`src/rtl/endian_pkg.sv`:
```
package endian_pkg;

    localparam int unsigned BYTE_W = 8;

    // Mirror the bit order of one byte (MSB <-> LSB).
    function automatic logic [BYTE_W-1:0] flip_byte(input logic [BYTE_W-1:0] b);
        logic [BYTE_W-1:0] r;
        for (int i = 0; i < BYTE_W; i++) begin
            r[i] = b[BYTE_W-1-i];
        end
        return r;
    endfunction

endpackage

```
`src/rtl/endian_ctrl.sv`:
```
module endian_ctrl #(
    parameter  int unsigned LANES = 4,
    localparam int unsigned AW    = $clog2(LANES),
    localparam int unsigned SZ_W  = $clog2(AW + 1)
) (
    input  logic [SZ_W-1:0] size_i,
    input  logic [AW-1:0]   addr_i,
    input  logic            rev_i,
    output logic [AW-1:0]   lane_xor_o,
    output logic            err_o
);

    logic [AW-1:0] grp_mask;

    // A size code s covers 2**s lanes; the low s address bits must be zero.
    always_comb begin
        for (int i = 0; i < int'(AW); i++) begin
            grp_mask[i] = (int'(size_i) > i);
        end
        err_o      = (int'(size_i) > int'(AW)) || ((addr_i & grp_mask) != '0);
        lane_xor_o = (rev_i && !err_o) ? grp_mask : '0;
    end

endmodule

```
`src/rtl/endian_lane_map.sv`:
```
module endian_lane_map #(
    parameter  int unsigned LANES = 4,
    parameter  int unsigned BW    = 8,
    parameter  bit          FLIP  = 1'b1,
    localparam int unsigned AW    = $clog2(LANES),
    localparam int unsigned W     = LANES * BW
) (
    input  logic [W-1:0]  src_i,
    input  logic [AW-1:0] lane_xor_i,
    output logic [W-1:0]  dst_o
);

    // Destination lane j takes source lane (j xor lane_xor). The bit order
    // inside a lane is mirrored when the two sides number bits oppositely.
    always_comb begin
        dst_o = '0;
        for (int j = 0; j < int'(LANES); j++) begin
            for (int k = 0; k < int'(BW); k++) begin
                if (FLIP) begin
                    dst_o[j*BW + k] = src_i[(j ^ int'(lane_xor_i))*BW + (BW - 1 - k)];
                end else begin
                    dst_o[j*BW + k] = src_i[(j ^ int'(lane_xor_i))*BW + k];
                end
            end
        end
    end

endmodule

```
`src/rtl/endian_bridge.sv`:
```
module endian_bridge #(
    parameter  int unsigned LANES   = 4,
    parameter  bit          OUT_REG = 1'b0,
    localparam int unsigned BW      = endian_pkg::BYTE_W,
    localparam int unsigned W       = LANES * BW,
    localparam int unsigned AW      = $clog2(LANES),
    localparam int unsigned SZ_W    = $clog2(AW + 1)
) (
    input  logic            clk,
    input  logic            rst_n,
    input  logic [SZ_W-1:0] acc_size,
    input  logic [AW-1:0]   acc_addr,
    input  logic            rev_en,
    input  logic [W-1:0]    bus_rdata,
    input  logic [0:W-1]    cpu_wdata,
    input  logic [0:LANES-1] cpu_ben,
    output logic [0:W-1]    cpu_rdata,
    output logic [W-1:0]    bus_wdata,
    output logic [LANES-1:0] bus_ben,
    output logic            align_err
);

    typedef struct packed {
        logic [W-1:0]     rdata;
        logic [W-1:0]     wdata;
        logic [LANES-1:0] ben;
        logic             err;
    } out_t;

    out_t             out_d, out_q;
    logic [AW-1:0]    lane_xor;
    logic             acc_err;
    logic [W-1:0]     rd_be;
    logic [W-1:0]     wr_be;
    logic [W-1:0]     wr_le;
    logic [LANES-1:0] ben_in;
    logic [LANES-1:0] ben_mapped;

    // Plain lane-preserving map, used as the reference for the checks.
    function automatic logic [W-1:0] lanes_fixed(input logic [W-1:0] v);
        logic [W-1:0] r;
        for (int j = 0; j < int'(LANES); j++) begin
            r[j*BW +: BW] = endian_pkg::flip_byte(v[j*BW +: BW]);
        end
        return r;
    endfunction

    // Internal vectors are indexed by the bus's own bit numbers.
    for (genvar i = 0; i < int'(W); i++) begin : g_bits
        assign wr_be[i]     = cpu_wdata[i];
        assign cpu_rdata[i] = out_q.rdata[i];
    end
    for (genvar n = 0; n < int'(LANES); n++) begin : g_lanes
        assign ben_in[n] = cpu_ben[n];
    end

    endian_ctrl #(.LANES(LANES)) u_ctrl (
        .size_i     (acc_size),
        .addr_i     (acc_addr),
        .rev_i      (rev_en),
        .lane_xor_o (lane_xor),
        .err_o      (acc_err)
    );

    endian_lane_map #(.LANES(LANES), .BW(BW), .FLIP(1'b1)) u_rd_map (
        .src_i      (bus_rdata),
        .lane_xor_i (lane_xor),
        .dst_o      (rd_be)
    );

    endian_lane_map #(.LANES(LANES), .BW(BW), .FLIP(1'b1)) u_wr_map (
        .src_i      (wr_be),
        .lane_xor_i (lane_xor),
        .dst_o      (wr_le)
    );

    endian_lane_map #(.LANES(LANES), .BW(1), .FLIP(1'b0)) u_ben_map (
        .src_i      (ben_in),
        .lane_xor_i (lane_xor),
        .dst_o      (ben_mapped)
    );

    always_comb begin
        out_d.rdata = rd_be;
        out_d.wdata = wr_le;
        out_d.ben   = acc_err ? '0 : ben_mapped;
        out_d.err   = acc_err;
    end

    if (OUT_REG) begin : g_reg
        always_ff @(posedge clk) begin
            if (!rst_n) begin
                out_q <= '0;
            end else begin
                out_q <= out_d;
            end
        end


        reg_delay_chk: assert property (@(posedge clk) disable iff (!rst_n)
            1'b1 |=> (out_q == $past(out_d)));
    end else begin : g_comb
        assign out_q = out_d;
    end

    assign bus_wdata = out_q.wdata;
    assign bus_ben   = out_q.ben;
    assign align_err = out_q.err;


    lane_fix_rd_chk: assert property (@(posedge clk) disable iff (!rst_n)
        (!rev_en || acc_size == '0) |-> (rd_be == lanes_fixed(bus_rdata)));


    lane_fix_wr_chk: assert property (@(posedge clk) disable iff (!rst_n)
        (!rev_en || acc_size == '0) |-> (wr_le == lanes_fixed(wr_be)));


    misalign_hold_chk: assert property (@(posedge clk) disable iff (!rst_n)
        acc_err |-> (rd_be == lanes_fixed(bus_rdata) && wr_le == lanes_fixed(wr_be)));


    ben_count_chk: assert property (@(posedge clk) disable iff (!rst_n)
        !acc_err |-> ($countones(out_d.ben) == $countones(ben_in)));

endmodule

```
`config.mk`:
```
export PLATFORM = sky130hd
export DESIGN_NAME = endian_bridge
export DESIGN_NICKNAME = d
export VERILOG_FILES = /design/src/rtl/endian_pkg.sv /design/src/rtl/endian_ctrl.sv /design/src/rtl/endian_lane_map.sv /design/src/rtl/endian_bridge.sv
export SDC_FILE = /design/constraint.sdc
export NUM_CORES = 1
export LEC_CHECK = 0
export ABC_AREA = 1
export CAP_MARGIN = 20
export CORE_UTILIZATION = 37
export DETAILED_ROUTE_END_ITERATION = 10
export PLACE_DENSITY = 0.84
export RECOVER_POWER = 100
export SLEW_MARGIN = 20
export SYNTH_ARGS = -nofsm -noshare
export SYNTH_HDL_FRONTEND = slang
export SYNTH_SLANG_ARGS = --single-unit
```
`constraint.sdc`:
```
create_clock -name vclk -period 1.5
set_input_delay 0.225 -clock vclk [all_inputs]
set_output_delay 0.225 -clock vclk [all_outputs]
set_load 0.02 [all_outputs]
```
# ---- After elaboration in Yosys (flattened, before gate mapping)
# Index checks and enable logic that the tools add are counted.
dict set report word_totals {
  reg_bits 0
  inputBits 75
}
dict set report classes {
  addsub 28
  n_lt_le_gt_ge 39
  muxes 138
  bitwise_logic 4
  reduce_logical 4
}
# operator n
set ops {}
lappend ops {{< comparator 32 x 6 -> 1 bit, second input constant} 27}
lappend ops {{binary-select mux 1 bit (select 5 bit)} 56}
lappend ops {{adder 5 x 3 -> 6 bit, second input constant} 16}
lappend ops {{two-way mux 1 bit} 68}
lappend ops {{adder 5 x 2 -> 6 bit, second input constant} 8}
lappend ops {{adder 5 x 1 -> 6 bit, second input constant} 4}
lappend ops {{binary-select mux 1 bit (select 2 bit)} 12}
lappend ops {{< comparator 5 x 6 -> 1 bit, second input constant} 4}
lappend ops {{< comparator 2 x 3 -> 1 bit, second input constant} 4}
lappend ops {{< comparator 6 bit, second input constant} 1}
lappend ops {{> comparator 2 x 1 -> 1 bit, second input constant} 2}
lappend ops {{two-way mux 4 bit} 1}
lappend ops {{AND 2 bit} 1}
lappend ops {{> comparator 2 bit, second input constant} 1}
lappend ops {{two-way mux 2 bit} 1}
lappend ops {{NOT 1 bit} 2}
lappend ops {{NOT 2 bit} 1}
lappend ops {{nonzero test 2 bit} 1}
lappend ops {{logical AND 1 bit} 1}
lappend ops {{zero test 1 bit} 1}
lappend ops {{logical OR 1 bit} 1}

# ---- Depth between registers and ports, before layout
dict set report depth {
  depth_word 11
  depth_mapped 9
  depth_no_buf 7
}

# ---- By module
# Synthesis repeated with hierarchy kept, for this count alone.
dict set report hier_totals {
  hier_cells 462
  area_unflattened_um2 2132.0
}
# module instances cells_each area_each_um2
set by_module_without_submodules {}
lappend by_module_without_submodules {{endian_lane_map (u_rd_map ...)} 2 208 970.9}
lappend by_module_without_submodules {{endian_lane_map (u_ben_map)} 1 26 107.6}
lappend by_module_without_submodules {endian_ctrl 1 12 52.6}
lappend by_module_without_submodules {endian_bridge 1 8 30.0}

# ---- Worst setup path after synthesis
# No wires, ideal clock.
dict set report synth_timing {
  path_kind {input port to output port}
  start {in acc_size[0]}
  end {out bus_wdata[9]}
  arrival_time_ns 1.200
  required_time_ns 1.275
  path_slack_ns 0.075
  path_stages 9
  path_cell_list {inv_1 > nand2_1 > buf_4 > nand4_4 > buf_6 > buf_6 > nand2_1 > nand3_1 > nand2_1}
}
dict set report synth_via {
  elab_chain_len 11
  word_cells_on_any_way 13
  classes_between {add/sub (1); order compare (3); mux (3); bitwise (2); reduce/logical (4)}
}
# item line_no
set synth_lines {}
lappend synth_lines {{from (decl)} endian_bridge.sv:11} ;# input logic [SZ_W-1:0] acc_size,
lappend synth_lines {{> comparator 2 x 1 -> 1 bit} endian_ctrl.sv:18} ;# grp_mask[i] = (int'(size_i) > i);
lappend synth_lines {{AND 2 bit} endian_ctrl.sv:20} ;# err_o = (int'(size_i) > int'(AW)) || ((addr_i & grp_mask) != '0);
lappend synth_lines {{nonzero test 2 bit} endian_ctrl.sv:20}
lappend synth_lines {{logical OR 1 bit} endian_ctrl.sv:20}
lappend synth_lines {{zero test 1 bit} endian_ctrl.sv:21} ;# lane_xor_o = (rev_i && !err_o) ? grp_mask : '0;
lappend synth_lines {{logical AND 1 bit} endian_ctrl.sv:21}
lappend synth_lines {{two-way mux 2 bit (*)} endian_ctrl.sv:21}
lappend synth_lines {{NOT 1 bit (no line)} n/a}
lappend synth_lines {{adder 5 x 3 -> 6 bit (*)} n/a}
lappend synth_lines {{binary-select mux 1 bit (select 5 bit) (*)} n/a}
lappend synth_lines {{two-way mux 1 bit (not written as such) (*)} endian_lane_map.sv:20} ;# dst_o[j*BW + k] = src_i[(j ^ int'(lane_xor_i))*BW + (BW - 1 - k)];
lappend synth_lines {{to (decl)} endian_bridge.sv:18} ;# output logic [W-1:0] bus_wdata,
# Mark *: on every way between the ends. The rest lies on a longest branch, timed or not. The select of a mux whose other input is x is not followed.

# ---- Final worst setup path
dict set report layout_timing {
  start {in acc_size[1]}
  end {out bus_wdata[19]}
}
dict set report layout_via {
  elab_chain_len 11
  word_cells_on_any_way 13
  classes_between {add/sub (1); order compare (3); mux (3); bitwise (2); reduce/logical (4)}
}
# item line_no
set layout_lines {}
lappend layout_lines {{> comparator 2 x 1 -> 1 bit} endian_ctrl.sv:18}
lappend layout_lines {{AND 2 bit} endian_ctrl.sv:20}
lappend layout_lines {{nonzero test 2 bit} endian_ctrl.sv:20}
lappend layout_lines {{logical OR 1 bit} endian_ctrl.sv:20}
lappend layout_lines {{zero test 1 bit} endian_ctrl.sv:21}
lappend layout_lines {{logical AND 1 bit} endian_ctrl.sv:21}
lappend layout_lines {{two-way mux 2 bit (*)} endian_ctrl.sv:21}
lappend layout_lines {{NOT 1 bit (no line)} n/a}
lappend layout_lines {{adder 5 x 3 -> 6 bit (*)} endian_lane_map.sv:20}
lappend layout_lines {{binary-select mux 1 bit (select 5 bit) (*)} n/a}
lappend layout_lines {{two-way mux 1 bit (not written as such) (*)} endian_lane_map.sv:20}
# Marked as above.

==> metrics.cfg <==
[cells_and_area]
nets=688
num-fill-cells=376
multi_input_area_sq_mm=0.00184
area_delta_synth_final_pct=107
seq_area_sq_um=0
diodes=0
clkbuf_count=0
final_cell_area_sq_mm=0.00426
design.seq.count=0
drive_gt1_share_pct=29.0

[setup_path]
end_kind=output port
cp.required_ns=1.27
crit_arrival_ns=1.59
start_kind=primary input
path_class=primary input to output port
crit_fanout=7

[power]
leakagePower_nw=2.27
power.density_mw_per_mm2=362
vdd_drop_max_mv=0.222

[yosys]
synthAdderAreaFrac_pct=0
synth_nets=535
synthTopCellsByArea=nand3_1 (33%), nand2_1 (31%), inv_1 (13%)
synth_top_family_by_area=simple AND/OR/NAND/NOR gates
syn_inst=460
yosys_warnings=0
synth.yosys.seq_area_share_pct=0
synth_top_cell_by_area=nand3_1
syn_area_per_cell_sq_um=4.47
synth_mux_area_share_pct=0
synth_xor_area_share_pct=0
synth_top_area_share_pct=33.1
yosys.area_share.simple_pct=77.6
synth.distinct_cells=15
syn_area_sq_mm=0.00206
synth-compound-area-share_pct=0.486

[detailed_routing]
drc=0
top_layer_used=met4
initialDrtViolationCount=221
drtAntennaViolNets=0
wl_met1_mm=3.94
wl_met3_um=880
wire_per_inst_um=15.0
route.vias.total=3811
dr_wl_met2_mm=5.03
vias_per_cell=5.60
totalWireLength_mm=10.2
dr.pass1.iters=5

[grt]
grt_max_degree=37
overflow=0
grt_pass1_wl_mm=15.4
grt_pass1_vias=3523
antenna_found_initial=0
grt.total_usage_pct=30.3

[sta]
period_share_pct=121
slew_violations=0
finalHoldViolCount=0
rsz0062_at_grt=true
max_freq_ghz=0.551
setup_viol=68
slew_headroom_pct=77.5
worstMarginPinSlew_ns=0.338
fin_crit_ns=1.81
setup_ws_ns=-0.314

[floorplan]
fp-row-count=26
dieWidth_um=76.6
die_area_sq_mm=0.00587
core_area_sq_mm=0.00524
start_util_pct=39.3
io_pins=144
die_h_um=76.6

[placement]
place_area_sq_mm=0.00362
gp_congestion=0.822
portBuffers=142
dp_hpwl_mm=6.30
place_ws_ns=-1.01

[hold_path]
hold_class=primary input to output port

[status]
status=finished, violations left
violations=setup timing

[clocking]
cts_hold_buf=0

[flow_run]
maxCapViolCount=0

critical path: stages:
cell and delay (ns):
buf_8 0.11, buf_6 0.12, nor2_4 0.08, nor2_2 0.06, nor2_4 0.13, buf_6 0.13
buf_12 0.10, buf_12 0.11, nand4_1 0.15, nand3_1 0.14, nand2_1 0.09, buf_6 0.14
power breakdown:
| group | internal [W] | switching [W] | leakage (nW) |
|---|---|---|---|
| Combinational | 0.000733 | 0.000809 | 2.27 |
| Sequential | 0 | 0 | 0 |
| Clock | 0 | 0 | 0 |
final timing paths:
kind | start | end | slack [ns] | depth (start not counted)
min | acc_size[1] | bus_ben[3] | 1.06 | 6
max | acc_size[1] | bus_wdata[19] | -0.31 | 12
synth_stat cells:
cell / number
buf_1: 3
buf_4: 1
nand4_1: 37
o21ai_1: 1
nor2_1: 4
nor2_2: 1
nand2_1: 171
a21oi_1: 1
nand4_4: 1
inv_2: 3
clkbuf_1: 12
buf_2: 16
nand3_1: 136
buf_6: 3
inv_1: 70
cell families after synthesis:
kind of cell           Yosys count
buffers and inverters          108
AND/OR/NAND/NOR                350
AO/OA/AOI/OAI                    2
through the flow:
stage	power (W)	TNS [ns]	std cells	util (%)	hold WS, ns
2_1_floorplan	0.000674	0	460	-	0.651
3_3_place_gp	0.00131	-65.00	661	69.1	1.60
3_5_place_dp	0.00132	-67.45	661	69.1	1.60
4_1_cts	0.00141	-8.50	679	74.7	1.01
5_1_grt	0.00164	-17.94	681	81.4	1.10
6_report	0.00154	-13.92	681	81.4	1.06
cell type report:
class	instances	area share, %
repair buffers	186	48.2
multi-input cells	352	43.2
inverters	73	6.55
well taps	70	2.06
metal layers:
| layer | GRT usage [%] | up-vias |
|---|---|---|
| li1 | - | 1806 |
| met1 | 35.5 | 1724 |
| met2 | 56.2 | 231 |
| met3 | 5.15 | 50 |
| met4 | 8.08 | 0 |
| met5 | 0 | - |
repair_timing:
item                       in CTS  in global routing
pin swaps                      21                 51
setup endpoints to repair      69                 68
resized for setup             419                 92
setup buffers                  12                  3
cloned                          6                  4
placed cells by master (no fill, tap or decap), drive strengths merged:
master and n:
o21ai 1, clkdlybuf4s50 68, nand2 171, inv 72
a21oi 1, clkdlybuf4s15 1, clkinv 1, nor2 5
buf 113, nand3 136, clkbuf 3, dlygate4sd2 1
nand4 38
No activity file was read; power rests on OpenSTA's default activity.
